### src/rtl/pwm_shadow_pkg.sv
package pwm_shadow_pkg;

  typedef enum logic [1:0] {
    CM_UP   = 2'd0,
    CM_DOWN = 2'd1,
    CM_UPDN = 2'd2
  } cnt_mode_e;

  localparam int SEL_W   = 3;
  localparam int NUM_CMP = 2;

  localparam logic [SEL_W-1:0] SEL_PRD  = 3'd0;
  localparam logic [SEL_W-1:0] SEL_CMPA = 3'd1;
  localparam logic [SEL_W-1:0] SEL_CMPB = 3'd2;
  localparam logic [SEL_W-1:0] SEL_MODE = 3'd3;
  localparam logic [SEL_W-1:0] SEL_SHEN = 3'd4;

  function automatic cnt_mode_e decode_mode(input logic [1:0] code);
    cnt_mode_e m;
    if (code[1])      m = CM_UPDN;
    else if (code[0]) m = CM_DOWN;
    else              m = CM_UP;
    return m;
  endfunction

endpackage

### src/rtl/pwm_timebase.sv
module pwm_timebase
  import pwm_shadow_pkg::*;
#(
  parameter int CNT_W = 16
) (
  input  logic             clk,
  input  logic             rst,
  input  logic             tick,
  input  logic             restart,
  input  cnt_mode_e        mode,
  input  cnt_mode_e        restart_mode,
  input  logic [CNT_W-1:0] prd_act,
  input  logic [CNT_W-1:0] prd_nxt,
  output logic [CNT_W-1:0] cnt,
  output logic             load_pt
);

  localparam logic [CNT_W-1:0] ONE = CNT_W'(1);

  logic             dir_up;
  logic [CNT_W-1:0] cnt_d;
  logic             dir_d;

  always_comb begin
    if (mode == CM_DOWN) load_pt = tick && !restart && (cnt == prd_act);
    else                 load_pt = tick && !restart && (cnt == '0);
  end

  always_comb begin
    cnt_d = cnt;
    dir_d = dir_up;
    if (restart) begin
      cnt_d = (restart_mode == CM_DOWN) ? prd_act : '0;
      dir_d = 1'b1;
    end else if (tick) begin
      case (mode)
        CM_UP: begin
          cnt_d = (cnt >= prd_nxt) ? '0 : cnt + ONE;
        end
        CM_DOWN: begin
          cnt_d = (cnt == '0) ? prd_nxt : cnt - ONE;
        end
        default: begin
          if (dir_up) begin
            if (cnt >= prd_nxt) begin
              if (cnt != '0) begin
                cnt_d = cnt - ONE;
                dir_d = 1'b0;
              end
            end else begin
              cnt_d = cnt + ONE;
            end
          end else begin
            if (cnt == '0) begin
              dir_d = 1'b1;
              cnt_d = (prd_nxt == '0) ? '0 : ONE;
            end else begin
              cnt_d = cnt - ONE;
            end
          end
        end
      endcase
    end
  end

  always_ff @(posedge clk) begin
    if (rst) begin
      cnt    <= '0;
      dir_up <= 1'b1;
    end else begin
      cnt    <= cnt_d;
      dir_up <= dir_d;
    end
  end

endmodule

### src/rtl/pwm_shadow_reg.sv
module pwm_shadow_reg #(
  parameter int             W       = 16,
  parameter logic [W-1:0]   RST_VAL = '0
) (
  input  logic         clk,
  input  logic         rst,
  input  logic         wr,
  input  logic [W-1:0] wr_data,
  input  logic         shadow_en,
  input  logic         load,
  output logic [W-1:0] active,
  output logic [W-1:0] nxt
);

  logic [W-1:0] hold_q;

  // value the active register takes at a load tick, visible in that tick
  assign nxt = load ? hold_q : active;

  always_ff @(posedge clk) begin
    if (rst) begin
      hold_q <= RST_VAL;
      active <= RST_VAL;
    end else begin
      if (wr) hold_q <= wr_data;
      if (wr && !shadow_en) active <= wr_data;
      else if (load)        active <= hold_q;
    end
  end

endmodule

### src/rtl/pwm_out_stage.sv
module pwm_out_stage
  import pwm_shadow_pkg::*;
#(
  parameter int CNT_W = 16
) (
  input  logic             clk,
  input  logic             rst,
  input  logic             tick,
  input  cnt_mode_e        mode,
  input  logic [CNT_W-1:0] cnt,
  input  logic [CNT_W-1:0] cmp,
  input  logic [CNT_W-1:0] prd,
  output logic             pwm
);

  logic lvl;

  always_comb begin
    if (cmp == '0)       lvl = 1'b0;
    else if (cmp >= prd) lvl = 1'b1;
    else begin
      case (mode)
        CM_UP, CM_DOWN: lvl = (cnt < cmp);
        default:        lvl = (cnt >= cmp);
      endcase
    end
  end

  always_ff @(posedge clk) begin
    if (rst)       pwm <= 1'b0;
    else if (tick) pwm <= lvl;
  end

endmodule

### src/rtl/pwm_shadow_gen.sv
module pwm_shadow_gen
  import pwm_shadow_pkg::*;
#(
  parameter int             CNT_W   = 16,
  parameter logic [CNT_W-1:0] RST_PRD = '0
) (
  input  logic             clk,
  input  logic             rst,
  input  logic             cnt_en,
  input  logic             wr_en,
  input  logic [SEL_W-1:0] wr_sel,
  input  logic [CNT_W-1:0] wr_data,
  output logic             pwm_a,
  output logic             pwm_b
);

  cnt_mode_e            mode_q;
  cnt_mode_e            mode_new;
  logic [NUM_CMP-1:0]   shen_q;
  logic                 mode_wr;
  logic                 prd_wr;
  logic [CNT_W-1:0]     cnt_q;
  logic                 load_pt;
  logic [CNT_W-1:0]     prd_act;
  logic [CNT_W-1:0]     prd_nxt;
  logic [CNT_W-1:0]     cmp_act [NUM_CMP];
  logic [CNT_W-1:0]     cmp_nxt [NUM_CMP];
  logic [NUM_CMP-1:0]   pwm_q;

  assign mode_wr  = wr_en && (wr_sel == SEL_MODE);
  assign prd_wr   = wr_en && (wr_sel == SEL_PRD);
  assign mode_new = decode_mode(wr_data[1:0]);

  always_ff @(posedge clk) begin
    if (rst) begin
      mode_q <= CM_UP;
      shen_q <= '1;
    end else begin
      if (mode_wr) mode_q <= mode_new;
      if (wr_en && (wr_sel == SEL_SHEN)) shen_q <= wr_data[NUM_CMP-1:0];
    end
  end

  pwm_timebase #(.CNT_W(CNT_W)) u_tb (
    .clk          (clk),
    .rst          (rst),
    .tick         (cnt_en),
    .restart      (mode_wr),
    .mode         (mode_q),
    .restart_mode (mode_new),
    .prd_act      (prd_act),
    .prd_nxt      (prd_nxt),
    .cnt          (cnt_q),
    .load_pt      (load_pt)
  );

  pwm_shadow_reg #(.W(CNT_W), .RST_VAL(RST_PRD)) u_prd (
    .clk       (clk),
    .rst       (rst),
    .wr        (prd_wr),
    .wr_data   (wr_data),
    .shadow_en (1'b1),
    .load      (load_pt),
    .active    (prd_act),
    .nxt       (prd_nxt)
  );

  for (genvar gi = 0; gi < NUM_CMP; gi++) begin : g_ch
    logic cmp_wr;
    assign cmp_wr = wr_en && (wr_sel == (SEL_CMPA + SEL_W'(gi)));

    pwm_shadow_reg #(.W(CNT_W), .RST_VAL('0)) u_cmp (
      .clk       (clk),
      .rst       (rst),
      .wr        (cmp_wr),
      .wr_data   (wr_data),
      .shadow_en (shen_q[gi]),
      .load      (load_pt),
      .active    (cmp_act[gi]),
      .nxt       (cmp_nxt[gi])
    );

    pwm_out_stage #(.CNT_W(CNT_W)) u_out (
      .clk  (clk),
      .rst  (rst),
      .tick (cnt_en),
      .mode (mode_q),
      .cnt  (cnt_q),
      .cmp  (cmp_nxt[gi]),
      .prd  (prd_nxt),
      .pwm  (pwm_q[gi])
    );
  end

  assign pwm_a = pwm_q[0];
  assign pwm_b = pwm_q[1];

endmodule

### config.mk
export PLATFORM = sky130hd
export DESIGN_NAME = pwm_shadow_gen
export DESIGN_NICKNAME = d
export VERILOG_FILES = /design/src/rtl/pwm_shadow_pkg.sv /design/src/rtl/pwm_timebase.sv /design/src/rtl/pwm_shadow_reg.sv /design/src/rtl/pwm_out_stage.sv /design/src/rtl/pwm_shadow_gen.sv
export SDC_FILE = /design/constraint.sdc
export NUM_CORES = 1
export LEC_CHECK = 0
export ABC_AREA = 1
export ABC_CLOCK_PERIOD_IN_PS = 11140
export BUFFER_PORTS_ARGS = -buffer_cell sky130_fd_sc_hd__buf_2
export CORE_ASPECT_RATIO = 1.5
export CORE_MARGIN = 3
export CORE_UTILIZATION = 50
export DETAILED_ROUTE_END_ITERATION = 7
export GPL_TIMING_DRIVEN = 1
export PLACE_DENSITY = 0.71
export RECOVER_POWER = 25
export SETUP_SLACK_MARGIN = 0.3
export SYNTH_ARGS = -nofsm -noshare
export SYNTH_HDL_FRONTEND = slang
export SYNTH_SLANG_ARGS = --single-unit
### constraint.sdc
create_clock -name clk -period 11.14 [get_ports clk]
set_clock_uncertainty 0.15 [all_clocks]
set_input_delay 2.228 -clock clk [delete_from_list [all_inputs] [get_ports clk]]
set_output_delay 2.228 -clock clk [all_outputs]
set_load 0.1 [all_outputs]
==> results.py, run 1 <==
metrics = {
    "drt": {
        "routed_wl_um": 25200,
        "routedWlPerCell_um": 16.7,
        "vias": 8455,
        "drt-vias-per-instance": 5.60,
        "detail_route.drc_violations": 0,
        "drt_iter0_markers": 480,
        "firstDrtPassIters": 5,
        "drtAntennaViolNets": 0,
    },
    "yosys": {
        "synth_area_sq_mm": 0.00847,
        "ys_top_cells_by_area": "dfxtp_1 (28%), nand2_1 (13%), ha_1 (12%)",
        "yosysSeqAreaShare_pct": 28.1,
        "synth.avg_cell_area_sq_um": 6.55,
        "synth_top_cell_by_area": "dfxtp_1",
        "synth_seq_cells": 119,
        "synth_nets": 1396,
        "synth_cell_types": 42,
        "yosysWarningCount": 0,
        "yosys.area.top_type_share_pct": 28.1,
        "postSynthCellCount": 1294,
    },
    "critical_path": {
        "worst-path-buf-inv": 4,
        "critPathArrivalTime_ns": 6.75,
        "critical_path.startpoint_type": "input pin",
        "crit_required_ns": 11.33,
        "r2r_setup_slack_ns": 6.06,
        "critPathTopFamily": "simple AND/OR/NAND/NOR gates",
        "cpMostUsedCell": "nand2_1",
        "critPathMaxFanout": 52,
        "crit_slowest_cell": "nand3_1",
        "cp-end-kind": "register",
        "crit_path_max_incr_delay_ns": 0.71,
        "critPathKind": "input pin to register",
    },
    "cts": {
        "clk_path_buf_depth": 2,
        "cts.clk_slew.worst_paths_ns": 0.06,
        "clock_sinks": 119,
        "cts_setup_buffers": 0,
        "numCtsBuffers": 17,
        "h-tree-depth": 4,
        "cts-root-buf": "clkbuf_16",
        "post_cts_resized": 0,
        "worstSkewPairLatency_ns": 0.44,
        "cts_tree": "built",
        "cts_hold_buf": 0,
    },
    "floorplan": {
        "core_area_sq_mm": 0.0164,
        "start_util_pct": 51.6,
        "die_y_um": 165,
        "die_area_sq_mm": 0.0186,
        "die_width_um": 112,
        "rows": 57,
        "boundaryPins": 25,
    },
    "place": {
        "place_area_sq_mm": 0.00865,
        "portBuffers": 24,
        "hpwl_um": 18000,
        "gp_congestion": 0.928,
    },
    "power_and_ir_drop": {
        "max-vdd-ir-drop_v": 0.0000999,
        "p_total_w": 0.00137,
        "p_per_area_mw_per_mm2": 148,
        "p_leak_nw": 4.47,
    },
    "timing": {
        "fin_crit_sh_pct": 58.9,
        "setup_tns_ns": 0,
        "hold_ws_ns": 0.297,
        "min_period_ns": 6.56,
        "setup_violations": 0,
        "max_slew.worst_pin.slew_ns": 3.06,
        "hold_viol": 0,
        "maxSlewHeadroom_pct": -104,
        "fmaxAchievable_mhz": 152,
        "drv_slew": 71,
        "rsz0062_at_grt": "false",
    },
    "grt": {
        "grt_pass1_wl_um": 40200,
        "grtUsageTotal_pct": 27.6,
        "grt_max_degree": 71,
        "overflow": 0,
        "antenna_found_initial": 0,
        "grt_pass1_vias": 7905,
    },
    "hold_path": {
        "timing.hold.worst.class": "register to register",
    },
    "finish": {
        "nets": 1394,
        "n_antenna_cell": 0,
        "fin_util_pct": 56.4,
        "syn_to_final_growth_pct": 9.23,
        "drive_above_1_share_pct": 6.28,
        "stdcell_area_sq_mm": 0.00925,
    },
    "status": {
        "violations": "capacitance limit, slew limit",
        "status": "complete, but fails checks",
    },
    "run": {
        "cap_violations": 1,
    },
}
## Yosys cell counts, drive strengths merged
library cell  number
a211oi             5
a21o               1
a21oi            123
buf               20
clkbuf            36
dfxtp            119
ha                79
inv              191
nand2            304
nand3             36
nand3b             1
nand4             16
nor2             113
nor3              15
nor4              10
nor4b              1
o2111ai            1
o211a              2
o211ai            55
o21a               1
o21ai            139
o21bai             2
o221a              1
o221ai             2
o22ai              3
o31ai              1
or3b               1
xnor2              1
xor2              15
## state kept, by name, summed over array words and instances, names as in the netlist
name / flops
u_tb.cnt: 16
u_prd.hold_q: 16
mode_q: 2
g_ch.u_out.pwm: 2
g_ch.u_cmp.hold_q: 32
shen_q: 2
g_ch.u_cmp.active: 32
u_prd.active: 16
u_tb.dir_up: 1
## layout by cell type (no fill, tap or decap), types with 2 or more instances in the layout
master / netlist / layout
nand2_2: 3 / 3
o211ai_1: 55 / 55
xor2_1: 15 / 15
o21ai_0: 122 / 122
clkinv_2: 0 / 2
clkbuf_8: 0 / 3
nand2_1: 299 / 299
clkinv_4: 0 / 2
nor4_1: 10 / 10
nand2_4: 2 / 2
buf_4: 4 / 10
clkbuf_16: 0 / 17
nand4_1: 16 / 16
a21oi_1: 122 / 122
clkbuf_1: 36 / 5
ha_1: 79 / 79
nand3_1: 35 / 35
nor2_4: 2 / 2
nor3_2: 3 / 3
inv_1: 184 / 185
inv_2: 6 / 5
nor2_1: 111 / 111
o21bai_1: 2 / 2
buf_2: 10 / 20
dfxtp_1: 119 / 119
a211oi_1: 5 / 5
bufinv_16: 0 / 2
o22ai_1: 3 / 3
nor3_1: 12 / 12
o211a_1: 2 / 2
o21ai_1: 16 / 16
inv_6: 0 / 5
o221ai_1: 2 / 2
## final timing paths
check,start,endpoint,depth (start not counted)
min reg2reg,g_ch[0].u_cmp.hold_q[0],g_ch[0].u_cmp.hold_q[0],2
max reg2reg,u_tb.cnt[9],u_tb.cnt[0],28
min,g_ch[0].u_cmp.hold_q[0],g_ch[0].u_cmp.hold_q[0],2
max,wr_en,u_tb.cnt[0],26
## per-layer routing
layer / vias up / GRT usage, % / routed length, um
met3: 66 / 3.86 / 1320
met2: 254 / 47.8 / 12400
met5: - / 0 / 0
met1: 3856 / 33.4 / 10500
met4: 0 / 13.6 / 1010
li1: 4279 / - / -
## layout make-up
type	instances	area, sq um
Timing Repair Buffer	35	194
Tap cell	206	258
Clock inverter	12	139
Fill cell	1668	7150
Multi-Input combinational cell	928	5090
Sequential cell	119	2380
Inverter	191	719
Clock buffer	20	467
## stage by stage
| stage | worst slack [ns] | std cells |
|---|---|---|
| finish | 4.58 | 1511 |
| global route | 4.04 | 1511 |
| CTS | 4.67 | 1511 |
| detailed placement | 4.24 | 1479 |
| global placement | 4.33 | 1479 |
| floorplan | 6.06 | 1294 |
## kinds of logic after synthesis
group / synth area share [%]
flops: 28.1
buf+inv: 11.7
xor+xnor: 1.65
compound gates: 22.4
simple gates: 24.4
fa+ha+maj: 11.7
## power breakdown
| part | total [W] | internal [W] | switching, W |
|---|---|---|---|
| combinational | 0.000333 | 0.000111 | 0.000222 |
| sequential | 0.000466 | 0.000443 | 0.0000232 |
| clock | 0.000569 | 0.000350 | 0.000218 |
## worst register-to-register path, delay by kind of cell, from the launching register on
| kind | cells | cell delay, ns |
|---|---|---|
| adder cells (fa/ha/maj) | 1 | 0.29 |
| AO/OA/AOI/OAI | 2 | 0.43 |
| AND/OR/NAND/NOR | 22 | 2.46 |
| buffers and inverters | 3 | 0.97 |
| flip-flops | 1 | 0.66 |
Power figures use the tool's default switching activity.
==> run 2, diff against run 1 <==
Settings changed: ABC_CLOCK_PERIOD_IN_PS 11140 to 5850, PLACE_DENSITY 0.71 to 0.74.
Clock period 11.14 ns to 5.85 ns, I/O delays scaled along.
==> results.py, run 2 (synthesis results as in run 1) <==
metrics = {
    "status": {
        "status": "complete, no violations",
    },
    "critical_path": {
        "crit_path_max_incr_delay_ns": 0.75,
        "cpMostUsedCell": "nand2_1",
        "worst-path-buf-inv": 4,
        "critPathKind": "register to register",
        "critPathMaxFanout": 24,
        "critPathArrivalTime_ns": 5.29,
        "critPathTopFamily": "simple AND/OR/NAND/NOR gates",
        "critical_path.startpoint_type": "register",
        "crit_slowest_cell": "clkbuf_1",
        "crit_required_ns": 6.06,
        "cp-end-kind": "register",
    },
    "cts": {
        "h-tree-depth": 4,
        "cts_hold_buf": 0,
        "cts_setup_buffers": 0,
        "clk_path_buf_depth": 2,
        "worstSkewPairLatency_ns": 0.43,
        "cts_tree": "built",
        "post_cts_resized": 0,
        "cts.clk_slew.worst_paths_ns": 0.06,
        "clock_sinks": 119,
        "cts-root-buf": "clkbuf_16",
        "numCtsBuffers": 17,
    },
    "power_and_ir_drop": {
        "p_total_w": 0.00271,
        "p_per_area_mw_per_mm2": 290,
        "p_leak_nw": 4.51,
        "max-vdd-ir-drop_v": 0.000272,
    },
    "finish": {
        "multi_input_area_sq_mm": 0.00509,
        "nets": 1398,
        "final_common_cell": "nand2_1",
        "n_antenna_cell": 0,
        "stdcell_area_sq_mm": 0.00932,
        "syn_to_final_growth_pct": 10.1,
        "seqCellArea_sq_mm": 0.00238,
        "final_cell_mix": "nand2_1 (299), inv_1 (185), o21ai_0 (122), a21oi_1 (122), dfxtp_1 (119)",
        "drive_above_1_share_pct": 6.57,
        "biggestRegsByFlops": "g_ch.u_cmp.active: 32 flops, g_ch.u_cmp.hold_q: 32 flops",
        "num-fill-cells": 1591,
    },
    "place": {
        "gp_congestion": 0.955,
        "hpwl_um": 18400,
        "portBuffers": 24,
        "place_area_sq_mm": 0.00868,
    },
    "timing": {
        "min_period_ns": 5.08,
        "setup_violations": 0,
        "drv_slew": 0,
        "max_slew.worst_pin.slew_ns": 1.30,
        "maxSlewHeadroom_pct": 13.2,
        "fin_crit_sh_pct": 86.8,
        "setup_tns_ns": 0,
        "rsz0062_at_grt": "false",
        "hold_viol": 0,
        "fmaxAchievable_mhz": 197,
    },
    "drt": {
        "vias": 8731,
        "drtAntennaViolNets": 0,
        "routedWlPerCell_um": 17.0,
        "drt-vias-per-instance": 5.76,
        "detail_route.drc_violations": 0,
        "drt_iter0_markers": 682,
        "firstDrtPassIters": 5,
        "routed_wl_um": 25700,
    },
    "floorplan": {
        "start_util_pct": 51.6,
        "rows": 57,
        "core_area_sq_mm": 0.0164,
        "die_area_sq_mm": 0.0186,
        "boundaryPins": 25,
        "die_y_um": 165,
        "die_width_um": 112,
    },
    "grt": {
        "grt_pass1_vias": 8266,
        "overflow": 0,
        "grtUsageTotal_pct": 28.0,
        "antenna_found_initial": 0,
        "grt_pass1_wl_um": 41400,
        "grt_max_degree": 60,
    },
    "hold_path": {
        "timing.hold.worst.class": "register to register",
    },
    "run": {
        "cap_violations": 0,
    },
}
-- run 2: worst register-to-register path: cells and delay by family, from the launching register on --
family | cells | cell delay, ns
fa+ha+maj | 2 | 0.62
flops | 1 | 0.43
simple gates | 18 | 2.33
compound gates | 2 | 0.29
buf+inv | 4 | 1.19
-- run 2: stage by stage --
step | util, % | setup WS [ns] | cells | hold WS, ns
after floorplan | - | 1.83 | 1294 | 0.275
after global placement | 52.9 | 0.884 | 1483 | 0.290
after detailed placement | 52.9 | 0.765 | 1483 | 0.293
after CTS | 56.9 | 0.989 | 1515 | 0.302
after global routing | 56.8 | 0.328 | 1515 | 0.325
final | 56.8 | 0.772 | 1515 | 0.299
-- run 2: metal layers --
layer	part of all wire (%)	global-route usage, %	wire [um]
met4	5.5	16.0	1410
met2	48	48.6	12400
met5	0	0	0
met3	6.8	4.81	1750
met1	39	32.5	10100
-- run 2: worst paths after layout --
check / from / to / slack (ns) / cells after the start
worst max-delay path: u_tb.cnt[0] / u_tb.cnt[1] / 0.77 / 26
worst min-delay path: g_ch[1].u_cmp.hold_q[8] / g_ch[1].u_cmp.hold_q[8] / 0.30 / 2
worst max register to register: u_tb.cnt[0] / u_tb.cnt[1] / 0.77 / 26
worst min register to register: g_ch[1].u_cmp.hold_q[8] / g_ch[1].u_cmp.hold_q[8] / 0.30 / 2
-- run 2: power breakdown --
| part | internal, W | leakage, nW | total, W | switching (W) |
|---|---|---|---|---|
| sequential | 0.000843 | 0.967 | 0.000887 | 0.0000436 |
| combinational | 0.000211 | 3.23 | 0.000645 | 0.000435 |
| clock | 0.000758 | 0.313 | 0.00117 | 0.000416 |
-- run 2: area by class of cell --
class                      count  share of cell area [%]
inverter                     191                    7.72
clock buffer                  17                    4.56
clock inverter                15                    2.44
sequential                   119                    25.6
tap                          206                    2.76
multi-input combinational    928                    54.6
timing repair buffer          39                    2.35
